--- config.mk ---
export PLATFORM = sky130hd
export DESIGN_NAME = hint_alloc_ctl
export DESIGN_NICKNAME = d
export VERILOG_FILES = /design/src/rtl/hint_alloc_pkg.sv /design/src/rtl/hint_legalize.sv /design/src/rtl/place_decide.sv /design/src/rtl/hint_alloc_ctl.sv
export SDC_FILE = /design/constraint.sdc
export NUM_CORES = 1
export LEC_CHECK = 0
export CAP_MARGIN = 20
export CORE_MARGIN = 2
export CORE_UTILIZATION = 45
export DETAILED_ROUTE_END_ITERATION = 6
export DONT_BUFFER_PORTS = 1
export PLACE_DENSITY = 0.58
export SLEW_MARGIN = 20
export SYNTH_ARGS = -nofsm -noshare
export SYNTH_HDL_FRONTEND = slang
export SYNTH_SLANG_ARGS = --single-unit
--- constraint.sdc ---
create_clock -name clk_i -period 2.7 [get_ports clk_i]
set_input_delay 0.27 -clock clk_i [delete_from_list [all_inputs] [get_ports clk_i]]
set_output_delay 0.27 -clock clk_i [all_outputs]
set_load 0.005 [all_outputs]
--- src/rtl/hint_alloc_pkg.sv ---
package hint_alloc_pkg;
  typedef enum logic [1:0] {KIND_LD, KIND_ST, KIND_PF, KIND_PFF} kind_e;
  typedef enum logic [1:0] {HINT_T1, HINT_NT1, HINT_NT2, HINT_NTA} hint_e;
  typedef enum logic [1:0] {SQ_IDLE, SQ_PRI, SQ_IMP} sq_e;
endpackage

--- src/rtl/hint_legalize.sv ---
module hint_legalize
  import hint_alloc_pkg::*;
(
  input  kind_e kind_i,
  input  hint_e hint_i,
  output hint_e hint_o
);
  always_comb begin
    hint_o = hint_i;
    unique case (kind_i)
      KIND_LD: if (hint_i == HINT_NT2) hint_o = HINT_T1;
      KIND_ST: if (hint_i == HINT_NT1 || hint_i == HINT_NT2) hint_o = HINT_T1;
      default: ;
    endcase
  end
endmodule

--- src/rtl/place_decide.sv ---
module place_decide
  import hint_alloc_pkg::*;
#(
  parameter int unsigned NLVL = 3,
  parameter int unsigned LVW  = 3
) (
  input  hint_e           hint_i,
  input  logic [LVW-1:0]  cur_i,
  output logic [LVW-1:0]  lvl_o,
  output logic            nt_o,
  output logic            move_o
);
  localparam logic [LVW-1:0] LV1 = LVW'(1);
  localparam logic [LVW-1:0] LV3 = LVW'(3);
  localparam logic [LVW-1:0] LVN = LVW'(NLVL);

  always_comb begin
    unique case (hint_i)
      HINT_T1:  begin lvl_o = LV1; nt_o = 1'b0; end
      HINT_NT1: begin lvl_o = LV1; nt_o = 1'b1; end
      HINT_NT2: begin lvl_o = LV3; nt_o = 1'b0; end  // non-temporal at 2 => temporal at 3
      default:  begin lvl_o = LVN; nt_o = 1'b1; end
    endcase
  end

  // never demote; nothing past the last level
  assign move_o = (lvl_o <= LVN) && ((cur_i == '0) || (cur_i > lvl_o));
endmodule

--- src/rtl/hint_alloc_ctl.sv ---
module hint_alloc_ctl
  import hint_alloc_pkg::*;
#(
  parameter int unsigned AW         = 32,
  parameter int unsigned LINE_BYTES = 32,
  parameter int unsigned NLVL       = 3,
  localparam int unsigned OFS       = $clog2(LINE_BYTES),
  localparam int unsigned LW        = AW - OFS,
  localparam int unsigned LVW       = $clog2(NLVL + 2)
) (
  input  logic            clk_i,
  input  logic            rst_ni,
  input  logic            req_valid_i,
  output logic            req_ready_o,
  input  logic [1:0]      req_kind_i,
  input  logic [1:0]      req_hint_i,
  input  logic [AW-1:0]   req_addr_i,
  input  logic [LVW-1:0]  req_lvl_i,
  input  logic            inc_valid_i,
  input  logic [AW-1:0]   inc_addr_i,
  input  logic [LVW-1:0]  inc_lvl_i,
  output logic            cmd_valid_o,
  input  logic            cmd_ready_i,
  output logic            cmd_move_o,
  output logic [LW-1:0]   cmd_line_o,
  output logic [LVW-1:0]  cmd_lvl_o,
  output logic            cmd_nt_o,
  output logic            cmd_imp_o,
  output logic            cmd_flt_o
);
  localparam int unsigned NPATH = 2;

  hint_e eff_hint;
  logic [NPATH-1:0][LVW-1:0] cur_lv, tgt_lv;
  logic [NPATH-1:0]          tgt_nt, tgt_mv;
  logic [NPATH-1:0][LW-1:0]  path_line;
  logic [AW-1:0]             addr_x;
  logic                      same_line;

  hint_legalize u_legal (
    .kind_i (kind_e'(req_kind_i)),
    .hint_i (hint_e'(req_hint_i)),
    .hint_o (eff_hint)
  );

  assign cur_lv[0]    = req_lvl_i;
  assign cur_lv[1]    = inc_lvl_i;
  assign path_line[0] = req_addr_i[AW-1:OFS];
  assign path_line[1] = inc_addr_i[AW-1:OFS];

  for (genvar p = 0; p < NPATH; p++) begin : g_path
    place_decide #(.NLVL(NLVL), .LVW(LVW)) u_dec (
      .hint_i (eff_hint),
      .cur_i  (cur_lv[p]),
      .lvl_o  (tgt_lv[p]),
      .nt_o   (tgt_nt[p]),
      .move_o (tgt_mv[p])
    );
  end

  assign addr_x    = req_addr_i ^ inc_addr_i;
  assign same_line = (addr_x >> OFS) == '0;

  sq_e            sq_q;
  logic           imp_pend_q;
  logic [LW-1:0]  pri_line_q, imp_line_q;
  logic [LVW-1:0] pri_lvl_q, imp_lvl_q;
  logic           pri_nt_q, imp_nt_q, pri_mv_q, imp_mv_q, pri_flt_q;

  always_ff @(posedge clk_i or negedge rst_ni) begin
    if (!rst_ni) begin
      sq_q       <= SQ_IDLE;
      imp_pend_q <= 1'b0;
      pri_line_q <= '0;
      imp_line_q <= '0;
      pri_lvl_q  <= '0;
      imp_lvl_q  <= '0;
      pri_nt_q   <= 1'b0;
      imp_nt_q   <= 1'b0;
      pri_mv_q   <= 1'b0;
      imp_mv_q   <= 1'b0;
      pri_flt_q  <= 1'b0;
    end else begin
      unique case (sq_q)
        SQ_IDLE: if (req_valid_i) begin
          sq_q       <= SQ_PRI;
          imp_pend_q <= inc_valid_i && !same_line;
          pri_line_q <= path_line[0];
          imp_line_q <= path_line[1];
          pri_lvl_q  <= tgt_lv[0];
          imp_lvl_q  <= tgt_lv[1];
          pri_nt_q   <= tgt_nt[0];
          imp_nt_q   <= tgt_nt[1];
          pri_mv_q   <= tgt_mv[0];
          imp_mv_q   <= tgt_mv[1];
          pri_flt_q  <= (req_kind_i == KIND_PFF);
        end
        SQ_PRI: if (cmd_ready_i) sq_q <= imp_pend_q ? SQ_IMP : SQ_IDLE;
        SQ_IMP: if (cmd_ready_i) sq_q <= SQ_IDLE;
        default: sq_q <= SQ_IDLE;
      endcase
    end
  end

  assign req_ready_o = (sq_q == SQ_IDLE);
  assign cmd_valid_o = (sq_q != SQ_IDLE);
  assign cmd_imp_o   = (sq_q == SQ_IMP);
  assign cmd_line_o  = cmd_imp_o ? imp_line_q : pri_line_q;
  assign cmd_lvl_o   = cmd_imp_o ? imp_lvl_q  : pri_lvl_q;
  assign cmd_nt_o    = cmd_imp_o ? imp_nt_q   : pri_nt_q;
  assign cmd_move_o  = cmd_imp_o ? imp_mv_q   : pri_mv_q;
  assign cmd_flt_o   = cmd_imp_o ? 1'b0       : pri_flt_q;
endmodule

==> impl_metrics.env, run 1 <==
export IMPL_fin_crit_ns=2.13
export IMPL_ys_seq_area_share_pct=50.7
export IMPL_r2r_start="sq_q[0]$_DFFE_PN0P_"
export IMPL_netlist_top_cell_by_area="dfrtp_1"
export IMPL_critPathLaunchType="flop"
export IMPL_cts_inserted_buffers=9
export IMPL_fin_crit_sh_pct=78.9
export IMPL_hpwlAfterDp_mm=4.76
export IMPL_hold_depth=2
export IMPL_die_w_um=87.1
export IMPL_antenna_found_initial=0
export IMPL_ios=115
export IMPL_die_area_um2=7590
export IMPL_routedWlPerCell_um=16.0
export IMPL_yosysWarnings=0
export IMPL_row_count=30
export IMPL_cts_sinks=63
export IMPL_worst_slack_ns=0.569
export IMPL_min_from="inc_addr_i[21]"
export IMPL_syn_avg_cell_area_um2=9.01
export IMPL_n_antenna_cell=0
export IMPL_drc=0
export IMPL_ys_ff_latch=63
export IMPL_initial_core_util_pct=46.0
export IMPL_crit_fanout=19
export IMPL_setup_violations=0
export IMPL_synthDistinctLibCells=26
export IMPL_grt_pass1_wl_mm=10.8
export IMPL_timing_slew_headroom_pct=58.1
export IMPL_grt_overflow_total=0
export IMPL_rsz0062_at_grt="false"
export IMPL_detail_route_antenna_nets=0
export IMPL_r2r_end="imp_line_q[6]$_DFFE_PN0P_"
export IMPL_endpoint_kind="primary output"
export IMPL_portBuffers=0
export IMPL_final_setup_skew_ns=0.00534
export IMPL_final_common_cell="nand2_1"
export IMPL_slew_violations=0
export IMPL_h_tree_depth=3
export IMPL_syn_num_nets=426
export IMPL_nets=427
export IMPL_cts_setup_buffers=0
export IMPL_cp_required_ns=2.43
export IMPL_synthTopCellsByArea="dfrtp_1, nand2_1, mux2_2"
export IMPL_chipHeight_um=87.1
export IMPL_tightest_slew_ns=0.626
export IMPL_mostFrequentLayoutCells="nand2_1, dfrtp_1, xnor2_1, mux2_2, clkbuf_8"
export IMPL_hold_viol_final=0
export IMPL_fin_tns_setup_ns=0
export IMPL_drtPass1Iterations=4
export IMPL_irDropWorstVdd_v=0.000379
export IMPL_gp_congestion=0.727
export IMPL_arrival_ns=1.86
export IMPL_via_per_inst=5.10
export IMPL_globalRouteTotalUtil_pct=19.1
export IMPL_place_ws_ns=0.791
export IMPL_worstRegToRegCells=5
export IMPL_synth_top_area_share_pct=50.7
export IMPL_grt_pass1_vias=2197
export IMPL_cap_violations=0
export IMPL_netlist_area_um2=3110
export IMPL_p_leak_nw=1.68
export IMPL_drive_gt1_share_pct=14.0
export IMPL_syn_inst=345
export IMPL_min_to="imp_line_q[16]$_DFFE_PN0P_"
export IMPL_status="completed"
export IMPL_clk_path_buf_depth=2
export IMPL_syn_to_final_growth_pct=10.4
export IMPL_cts_root_buf="clkbuf_8"
export IMPL_hold_path_class="input pin to flop"
export IMPL_tritoncts="built"
export IMPL_clock_latency_ns=0.34
export IMPL_r2r_slack_ns=0.79
export IMPL_p_per_area_nw_per_um2=1070
export IMPL_drt_initial_drc_count=102
export IMPL_num_vias=2199
export IMPL_worstSetupPathType="flop to primary output"
export IMPL_fmax_mhz=469
export IMPL_clk_pin_slew_ns=0.07
export IMPL_grt_max_degree=64
export IMPL_core_um2=6760
export IMPL_drt_wl_total_mm=6.91
==> flip-flops by register name, indices dropped and copies added (netlist names) <==
register    flops
sq_q            2
imp_line_q     27
imp_pend_q      1
pri_mv_q        1
imp_lvl_q       2
pri_line_q     27
pri_flt_q       1
imp_nt_q        1
imp_mv_q        1
==> power breakdown <==
part | switching [W] | internal [W] | leakage [nW] | total, W
sequential | 0.000231 | 0.00140 | 0.774 | 0.00163
combinational | 0.000621 | 0.000489 | 0.792 | 0.00111
clock | 0.000353 | 0.000570 | 0.114 | 0.000923
==> through the flow <==
stage / cell area [µm²] / power, W / util [%] / cells / hold slack, ns
finish: 3430 / 0.00366 / 50.8 / 431 / 0.0352
global route: 3430 / 0.00397 / 50.8 / 431 / 0.0158
CTS: 3430 / 0.00373 / 50.8 / 431 / 0.0166
detailed placement: 3170 / 0.00276 / 46.9 / 413 / -0.0241
global placement: 3170 / 0.00272 / 46.9 / 413 / -0.0239
floorplan: 3110 / 0.00250 / - / 345 / -0.0256
==> synthesized netlist by cell type (all sizes together) <==
cell type    n
dfrtp       63
nor2b        2
inv          6
clkbuf       3
xnor2       27
o21ai        5
conb         1
nor4         1
buf         13
o311ai       1
nor2         4
nor3         3
nand2      170
or2          1
a21oi        3
nand4b       1
nor3b        1
nand4        7
ha           2
mux2i        2
nand3        1
mux2        28
==> critical path, cell delays in order, from the launching register on <==
cell     delay (ns)
dfrtp_1        0.45
nor2b_4        0.46
buf_12         0.23
mux2_2         0.37
==> how the worst max path moves through the flow <==
stage / startpoint / endpoint / cells after the start
after floorplan: sq_q[0]$_DFFE_PN0P_ / cmd_line_o[1] / 3
after global placement: sq_q[0]$_DFFE_PN0P_ / imp_line_q[18]$_DFFE_PN0P_ / 5
after detailed placement: sq_q[0]$_DFFE_PN0P_ / imp_line_q[20]$_DFFE_PN0P_ / 5
after CTS: sq_q[0]$_DFFE_PN0P_ / cmd_line_o[7] / 3
after global routing: sq_q[1]$_DFFE_PN0P_ / cmd_line_o[14] / 3
final: sq_q[1]$_DFFE_PN0P_ / cmd_line_o[11] / 3
==> repair_timing <==
item / in CTS / in global routing
hold buffers: 2 / 0
resized for setup: 0 / 0
hold endpoints to repair: 63 / 0
==> layer usage <==
| layer | GRT usage (%) | up-vias | share of wire [%] |
|---|---|---|---|
| met5 | 0 | - | 0 |
| met4 | 8.81 | 0 | 1.8 |
| met3 | 6.16 | 12 | 8.1 |
| met2 | 29.3 | 70 | 44 |
| met1 | 24.7 | 1022 | 46 |
| li1 | - | 1095 | - |
==> cell type report <==
class                           count  area (µm²)
Multi-Input combinational cell    260        1430
Fill cell                         651        3320
Clock buffer                       13         159
Clock inverter                      3        65.1
Tap cell                           80         100
Timing Repair Buffer                6        80.1
Inverter                            6        22.5
Sequential cell                    63        1580
==> logic make-up (layout without fill, tap and decap cells) <==
kind of cell | count (synthesis) | after routing | share of synthesized area [%]
and+or+nand+nor | 191 | 191 | 24.6
DFF | 63 | 63 | 50.7
muxes | 30 | 30 | 10.8
xor gates and xnor gates | 27 | 27 | 7.61
buffers and inverters | 22 | 28 | 3.74
AOI/OAI and AO/OA | 9 | 9 | 1.57
adders and majority gates | 2 | 2 | 0.805
other | 1 | 1 | 0.121
Power figures use the tool's default switching activity.
==> run 2, diff against run 1 <==
--- a/config.mk
+++ b/config.mk
@@ -10,7 +10,7 @@
 export CORE_UTILIZATION = 45
 export DETAILED_ROUTE_END_ITERATION = 6
 export DONT_BUFFER_PORTS = 1
-export PLACE_DENSITY = 0.58
+export PLACE_DENSITY = 0.6
 export SLEW_MARGIN = 20
 export SYNTH_ARGS = -nofsm -noshare
 export SYNTH_HDL_FRONTEND = slang
==> constraint.sdc (replaced) <==
create_clock -name clk_i -period 1.7 [get_ports clk_i]
set_input_delay 0.17 -clock clk_i [delete_from_list [all_inputs] [get_ports clk_i]]
set_output_delay 0.17 -clock clk_i [all_outputs]
set_load 0.005 [all_outputs]
==> impl_metrics.env, run 2 (synthesis gave the netlist of run 1 again) <==
export IMPL_status="completed"
export IMPL_row_count=30
export IMPL_placed_area_um2=3190
export IMPL_fmax_mhz=591
export IMPL_dp_cells=416
export IMPL_final_area_um2=4230
export IMPL_p_per_area_nw_per_um2=1480
export IMPL_rsz0062_at_grt="true"
export IMPL_fin_crit_sh_pct=99.6
export IMPL_p_leak_nw=2.04
export IMPL_drc=0
export IMPL_hpwlAfterDp_mm=4.84
export IMPL_critPathLaunchType="flop"
export IMPL_globalRouteTotalUtil_pct=21.3
export IMPL_drive_gt1_share_pct=15.0
export IMPL_nets=495
export IMPL_wl_met2_mm=3.88
export IMPL_antenna_found_initial=0
export IMPL_cts_root_buf="clkbuf_8"
export IMPL_irDropWorstVdd_v=0.000622
export IMPL_path_cells="nor2b_4 > buf_6 > buf_8 > mux2_2"
export IMPL_final_common_cell="nand2_1"
export IMPL_core_um2=6760
export IMPL_grt_overflow_total=0
export IMPL_die_w_um=87.1
export IMPL_endpoint_kind="primary output"
export IMPL_p_total_w=0.00626
export IMPL_cts_inserted_buffers=9
export IMPL_arrival_ns=1.52
export IMPL_routedWlPerCell_um=16.0
export IMPL_cap_violations=0
export IMPL_crit_fanout=6
export IMPL_portBuffers=0
export IMPL_cts_sinks=63
export IMPL_hold_viol_final=0
export IMPL_route_met3_wl_um=411
export IMPL_top_layer="met4"
export IMPL_chipHeight_um=87.1
export IMPL_detail_route_antenna_nets=0
export IMPL_ios=115
export IMPL_initial_core_util_pct=46.0
export IMPL_clk_pin_slew_ns=0.07
export IMPL_clk_path_buf_depth=2
export IMPL_drt_initial_drc_count=94
export IMPL_num_vias=2496
export IMPL_critical_path_slowest_cell="dfrtp_2"
export IMPL_m1WireLength_mm=3.64
export IMPL_h_tree_depth=3
export IMPL_max_stage_delay_ns=0.43
export IMPL_setup_violations=0
export IMPL_die_area_um2=7590
export IMPL_hold_path_class="input pin to flop"
export IMPL_fin_crit_ns=1.69
export IMPL_final_cells=499
export IMPL_reg_top3="imp_line_q: 27 flops, pri_line_q: 27 flops"
export IMPL_gp_congestion=0.727
export IMPL_final_setup_skew_ns=0.00546
export IMPL_drtPass1Iterations=4
export IMPL_n_antenna_cell=0
export IMPL_clock_latency_ns=0.32
export IMPL_drt_wl_total_mm=7.97
export IMPL_cp_required_ns=1.53
export IMPL_grt_max_degree=64
export IMPL_mostFrequentLayoutCells="nand2_1, dfrtp_1, dlygate4sd3_1, xnor2_1, mux2_4"
export IMPL_slew_violations=0
export IMPL_syn_to_final_growth_pct=36.0
export IMPL_via_per_inst=5.00
export IMPL_worstSetupPathType="flop to primary output"
export IMPL_tritoncts="built"
export IMPL_grt_pass1_wl_mm=12.2
export IMPL_grt_pass1_vias=2538
export IMPL_timing_hold_ws_ns=0.0239
run 2: cell types whose count changed in the layout (fill, tap and decap cells not counted), moves of 2 or more:
cell / previous run / this run
mux2_2: 26 / 7
buf_6: 0 / 2
dfrtp_2: 0 / 2
clkbuf_16: 0 / 2
dfrtp_1: 63 / 61
mux2_1: 2 / 0
mux2_4: 0 / 21
dlygate4sd3_1: 1 / 60
buf_4: 3 / 5
buf_8: 0 / 2
run 2: layout make-up:
type,count,area [µm²]
fillers,583,2530
flip-flops and latches,63,1580
multi-input cells,260,1510
repair buffers,74,808
clock buffers,13,169
well taps,80,100
clock inverters,3,40.0
inverters,6,22.5
run 2: what timing repair did:
action | CTS | global route
pin swaps | 0 | 0
endpoints found under the hold margin | 121 | 0
gates resized for setup | 8 | 25
endpoints found under the setup margin | 28 | 25
gates cloned | 0 | 2
buffers inserted | 2 | 2
hold buffers | 61 | 0
run 2: where the power goes:
part           switching, W  internal (W)
registers          0.000392       0.00223
logic               0.00111       0.00118
clock network      0.000560      0.000794
total               0.00206       0.00420
run 2: stage by stage:
step | worst slack [ns] | TNS [ns] | util (%)
final | 0.00756 | 0 | 62.6
after global routing | -0.0434 | -0.363 | 62.6
after CTS | 0.0161 | 0 | 60.3
after detailed placement | 0.277 | 0 | 47.3
after global placement | 0.276 | 0 | 47.3
after floorplan | 0.409 | 0 | -
run 2: per-layer routing:
metal  vias to the layer above  track usage [%]
li1                       1229                -
met1                      1195             27.4
met2                        68             34.9
met3                         4             5.31
met4                         0             7.55
met5                         -                0
run 2: final timing paths:
path | start | to | slack [ns] | cells after the start
hold / removal | cmd_ready_i | sq_q[1]$_DFFE_PN0P_ | 0.02 | 2
setup / recovery | sq_q[0]$_DFFE_PN0P_ | cmd_move_o | 0.008 | 4
max in group asynchronous | rst_ni | sq_q[0]$_DFFE_PN0P_ | 1.04 | 2
setup reg to reg | sq_q[0]$_DFFE_PN0P_ | imp_line_q[17]$_DFFE_PN0P_ | 0.18 | 6
min in group asynchronous | rst_ni | imp_line_q[9]$_DFFE_PN0P_ | 0.38 | 2
hold reg to reg | imp_line_q[12]$_DFFE_PN0P_ | imp_line_q[12]$_DFFE_PN0P_ | 0.48 | 2
run 2: critical path, delay by kind of cell (launching register included):
family                 cells  cell delay [ns]
DFF                        1             0.43
muxes                      1             0.36
buffers and inverters      2             0.27
and+or+nand+nor            1             0.14
==> run 3, diff against run 2 <==
--- a/config.mk
+++ b/config.mk
@@ -5,6 +5,7 @@
 export SDC_FILE = /design/constraint.sdc
 export NUM_CORES = 1
 export LEC_CHECK = 0
+export ABC_AREA = 1
 export CAP_MARGIN = 20
 export CORE_MARGIN = 2
 export CORE_UTILIZATION = 45
==> impl_metrics.env, run 3 <==
export IMPL_status="completed"
export IMPL_h_tree_depth=3
export IMPL_die_w_um=88.7
export IMPL_synth_top_cells_by_count="nand2_1, dfrtp_1, inv_1"
export IMPL_drc=0
export IMPL_clock_latency_ns=0.33
export IMPL_netlist_area_um2=3230
export IMPL_grt_overflow_total=0
export IMPL_cp_required_ns=1.53
export IMPL_fin_util_pct=57.8
export IMPL_routedWlPerCell_um=13.4
export IMPL_hold_path_class="input pin to flop"
export IMPL_synth_edf_count=0
export IMPL_syn_num_nets=519
export IMPL_fin_tns_setup_ns=0
export IMPL_fmax_mhz=641
export IMPL_crit_fanout=16
export IMPL_via_per_inst=4.74
export IMPL_num_vias=2801
export IMPL_synthDistinctLibCells=24
export IMPL_cpMostUsedCell="inv_1"
export IMPL_synth_most_common_cell="nand2_1"
export IMPL_arrival_ns=1.39
export IMPL_ys_seq_area_share_pct=48.8
export IMPL_yosysWarnings=0
export IMPL_met2_usage_pct=35.4
export IMPL_drtPass1Iterations=5
export IMPL_r2r_slack_ns=0.37
export IMPL_fin_crit_sh_pct=91.8
export IMPL_placed_area_um2=3260
export IMPL_n_antenna_cell=0
export IMPL_timing_critical_path_buf_inv=3
export IMPL_globalRouteTotalUtil_pct=20.8
export IMPL_initial_core_util_pct=47.0
export IMPL_portBuffers=0
export IMPL_drt_initial_drc_count=150
export IMPL_grt_busiest_layer="met2"
export IMPL_irDropWorstVdd_v=0.000630
export IMPL_detail_route_antenna_nets=0
export IMPL_path_cells="inv_1 > nor2_2 > inv_1 > buf_4 > o21ai_1"
export IMPL_ys_ff_latch=63
export IMPL_final_common_cell="nand2_1"
export IMPL_slew_violations=0
export IMPL_setup_violations=0
export IMPL_clk_path_buf_depth=2
export IMPL_drt_wl_total_mm=7.94
export IMPL_core_um2=6870
export IMPL_grtUsageMet3_pct=6.25
export IMPL_syn_avg_cell_area_um2=7.37
export IMPL_syn_inst=438
export IMPL_mostFrequentLayoutCells="nand2_1, dfrtp_1, dlygate4sd3_1, inv_1, o21ai_0"
export IMPL_reg_top3="imp_line_q: 27 flops, pri_line_q: 27 flops"
export IMPL_max_stage_delay_ns=0.39
export IMPL_fillers=693
export IMPL_gp_congestion=0.781
export IMPL_grt_pass1_vias=2719
export IMPL_cap_violations=0
export IMPL_synthArstFlopShare_pct=100
export IMPL_rsz0062_at_grt="false"
export IMPL_syn_to_final_growth_pct=22.9
export IMPL_nets=571
export IMPL_grt_max_degree=64
export IMPL_p_leak_nw=2.08
export IMPL_p_per_area_nw_per_um2=1410
export IMPL_row_count=30
export IMPL_die_area_um2=7870
export IMPL_cts_root_buf="clkbuf_8"
export IMPL_cts_setup_buffers=0
export IMPL_critical_path_slowest_cell="dfrtp_1"
export IMPL_drive_gt1_share_pct=5.45
export IMPL_hold_viol_final=0
export IMPL_synthTopCellsByArea="dfrtp_1, nand2_1, xnor2_1"
export IMPL_endpoint_kind="primary output"
export IMPL_critPathLaunchType="flop"
export IMPL_synth_ff_type="dfrtp_1"
export IMPL_final_setup_skew_ns=0.00513
export IMPL_clk_pin_slew_ns=0.06
export IMPL_cts_sinks=63
export IMPL_critPathTopFamily="flip-flops"
export IMPL_final_area_um2=3970
export IMPL_hpwlAfterDp_mm=4.99
export IMPL_ios=115
export IMPL_fin_crit_ns=1.56
export IMPL_tritoncts="built"
export IMPL_worstSetupPathType="flop to primary output"
export IMPL_synth_top_area_share_pct=48.8
export IMPL_grt_pass1_wl_mm=12.4
export IMPL_netlist_top_cell_by_area="dfrtp_1"
export IMPL_cts_inserted_buffers=9
export IMPL_chipHeight_um=88.7
export IMPL_met1_usage_pct=24.9
export IMPL_antenna_found_initial=0
## run 3: cell types whose count changed in the layout (fill, tap and decap cells not counted), sizes merged, moves of 4 or more
cell	delta
buf	-4
clkbuf	-4
dlygate4sd3	-8
inv	+19
mux2	-28
nand2	+89
nand4	-6
nor2	+14
o21ai	+20
xnor2	-10
## run 3: cells by family after synthesis
group | Yosys count | share of synthesized area, %
adder cells (fa/ha/maj) | 2 | 0.775
other | 1 | 0.116
buffers and inverters | 44 | 7.28
XOR/XNOR | 18 | 4.88
AND/OR/NAND/NOR | 282 | 33.7
flip-flops | 63 | 48.8
AO/OA/AOI/OAI | 28 | 4.46
## run 3: layout make-up
| class | instances | area [µm²] | share of cell area, % |
|---|---|---|---|
| clock buffers | 11 | 131 | 3.31 |
| clock inverters | 5 | 25.0 | 0.631 |
| inverters | 25 | 96.3 | 2.43 |
| multi-input cells | 331 | 1420 | 35.7 |
| flip-flops and latches | 63 | 1580 | 39.7 |
| well taps | 96 | 120 | 3.03 |
| repair buffers | 60 | 601 | 15.1 |
## run 3: stage by stage
stage / worst slack (ns) / hold slack [ns] / instances / power [W]
floorplan: 0.597 / -0.126 / 438 / 0.00407
global placement: 0.375 / -0.124 / 522 / 0.00436
detailed placement: 0.377 / -0.124 / 522 / 0.00442
CTS: 0.115 / 0.00135 / 591 / 0.00565
global route: 0.0315 / 0.0129 / 591 / 0.00609
finish: 0.140 / 0.0127 / 591 / 0.00558
## run 3: routing by layer
layer / routed length, µm / part of all wire, %
met1: 3440 / 43
met2: 3820 / 48
met3: 514 / 6.5
met4: 162 / 2.0
met5: 0 / 0
## run 3: power breakdown
part           total (W)  internal [W]  switching, W  leakage, nW
Combinational    0.00195      0.000709       0.00124         1.22
Sequential       0.00257       0.00220      0.000370        0.771
Clock            0.00106      0.000517      0.000548       0.0866
## run 3: final timing paths
check                                            from                         end  depth (start not counted)
min in group asynchronous                      rst_ni   pri_line_q[9]$_DFFE_PN0P_                          2
hold reg to reg            pri_line_q[22]$_DFFE_PN0P_  pri_line_q[22]$_DFFE_PN0P_                          2
max in group asynchronous                      rst_ni    imp_lvl_q[1]$_DFFE_PN0P_                          2
setup reg to reg                  sq_q[1]$_DFFE_PN0P_        imp_nt_q$_DFFE_PN0P_                          5
hold / removal                         inc_addr_i[11]   imp_line_q[6]$_DFFE_PN0P_                          2
setup / recovery                  sq_q[1]$_DFFE_PN0P_              cmd_line_o[23]                          5
## run 3: what timing repair did
| action | CTS | global route |
|---|---|---|
| endpoints found under the hold margin | 114 | 0 |
| resized for setup | 0 | 0 |
| hold buffers | 53 | 0 |
| setup endpoints to repair | 0 | 0 |
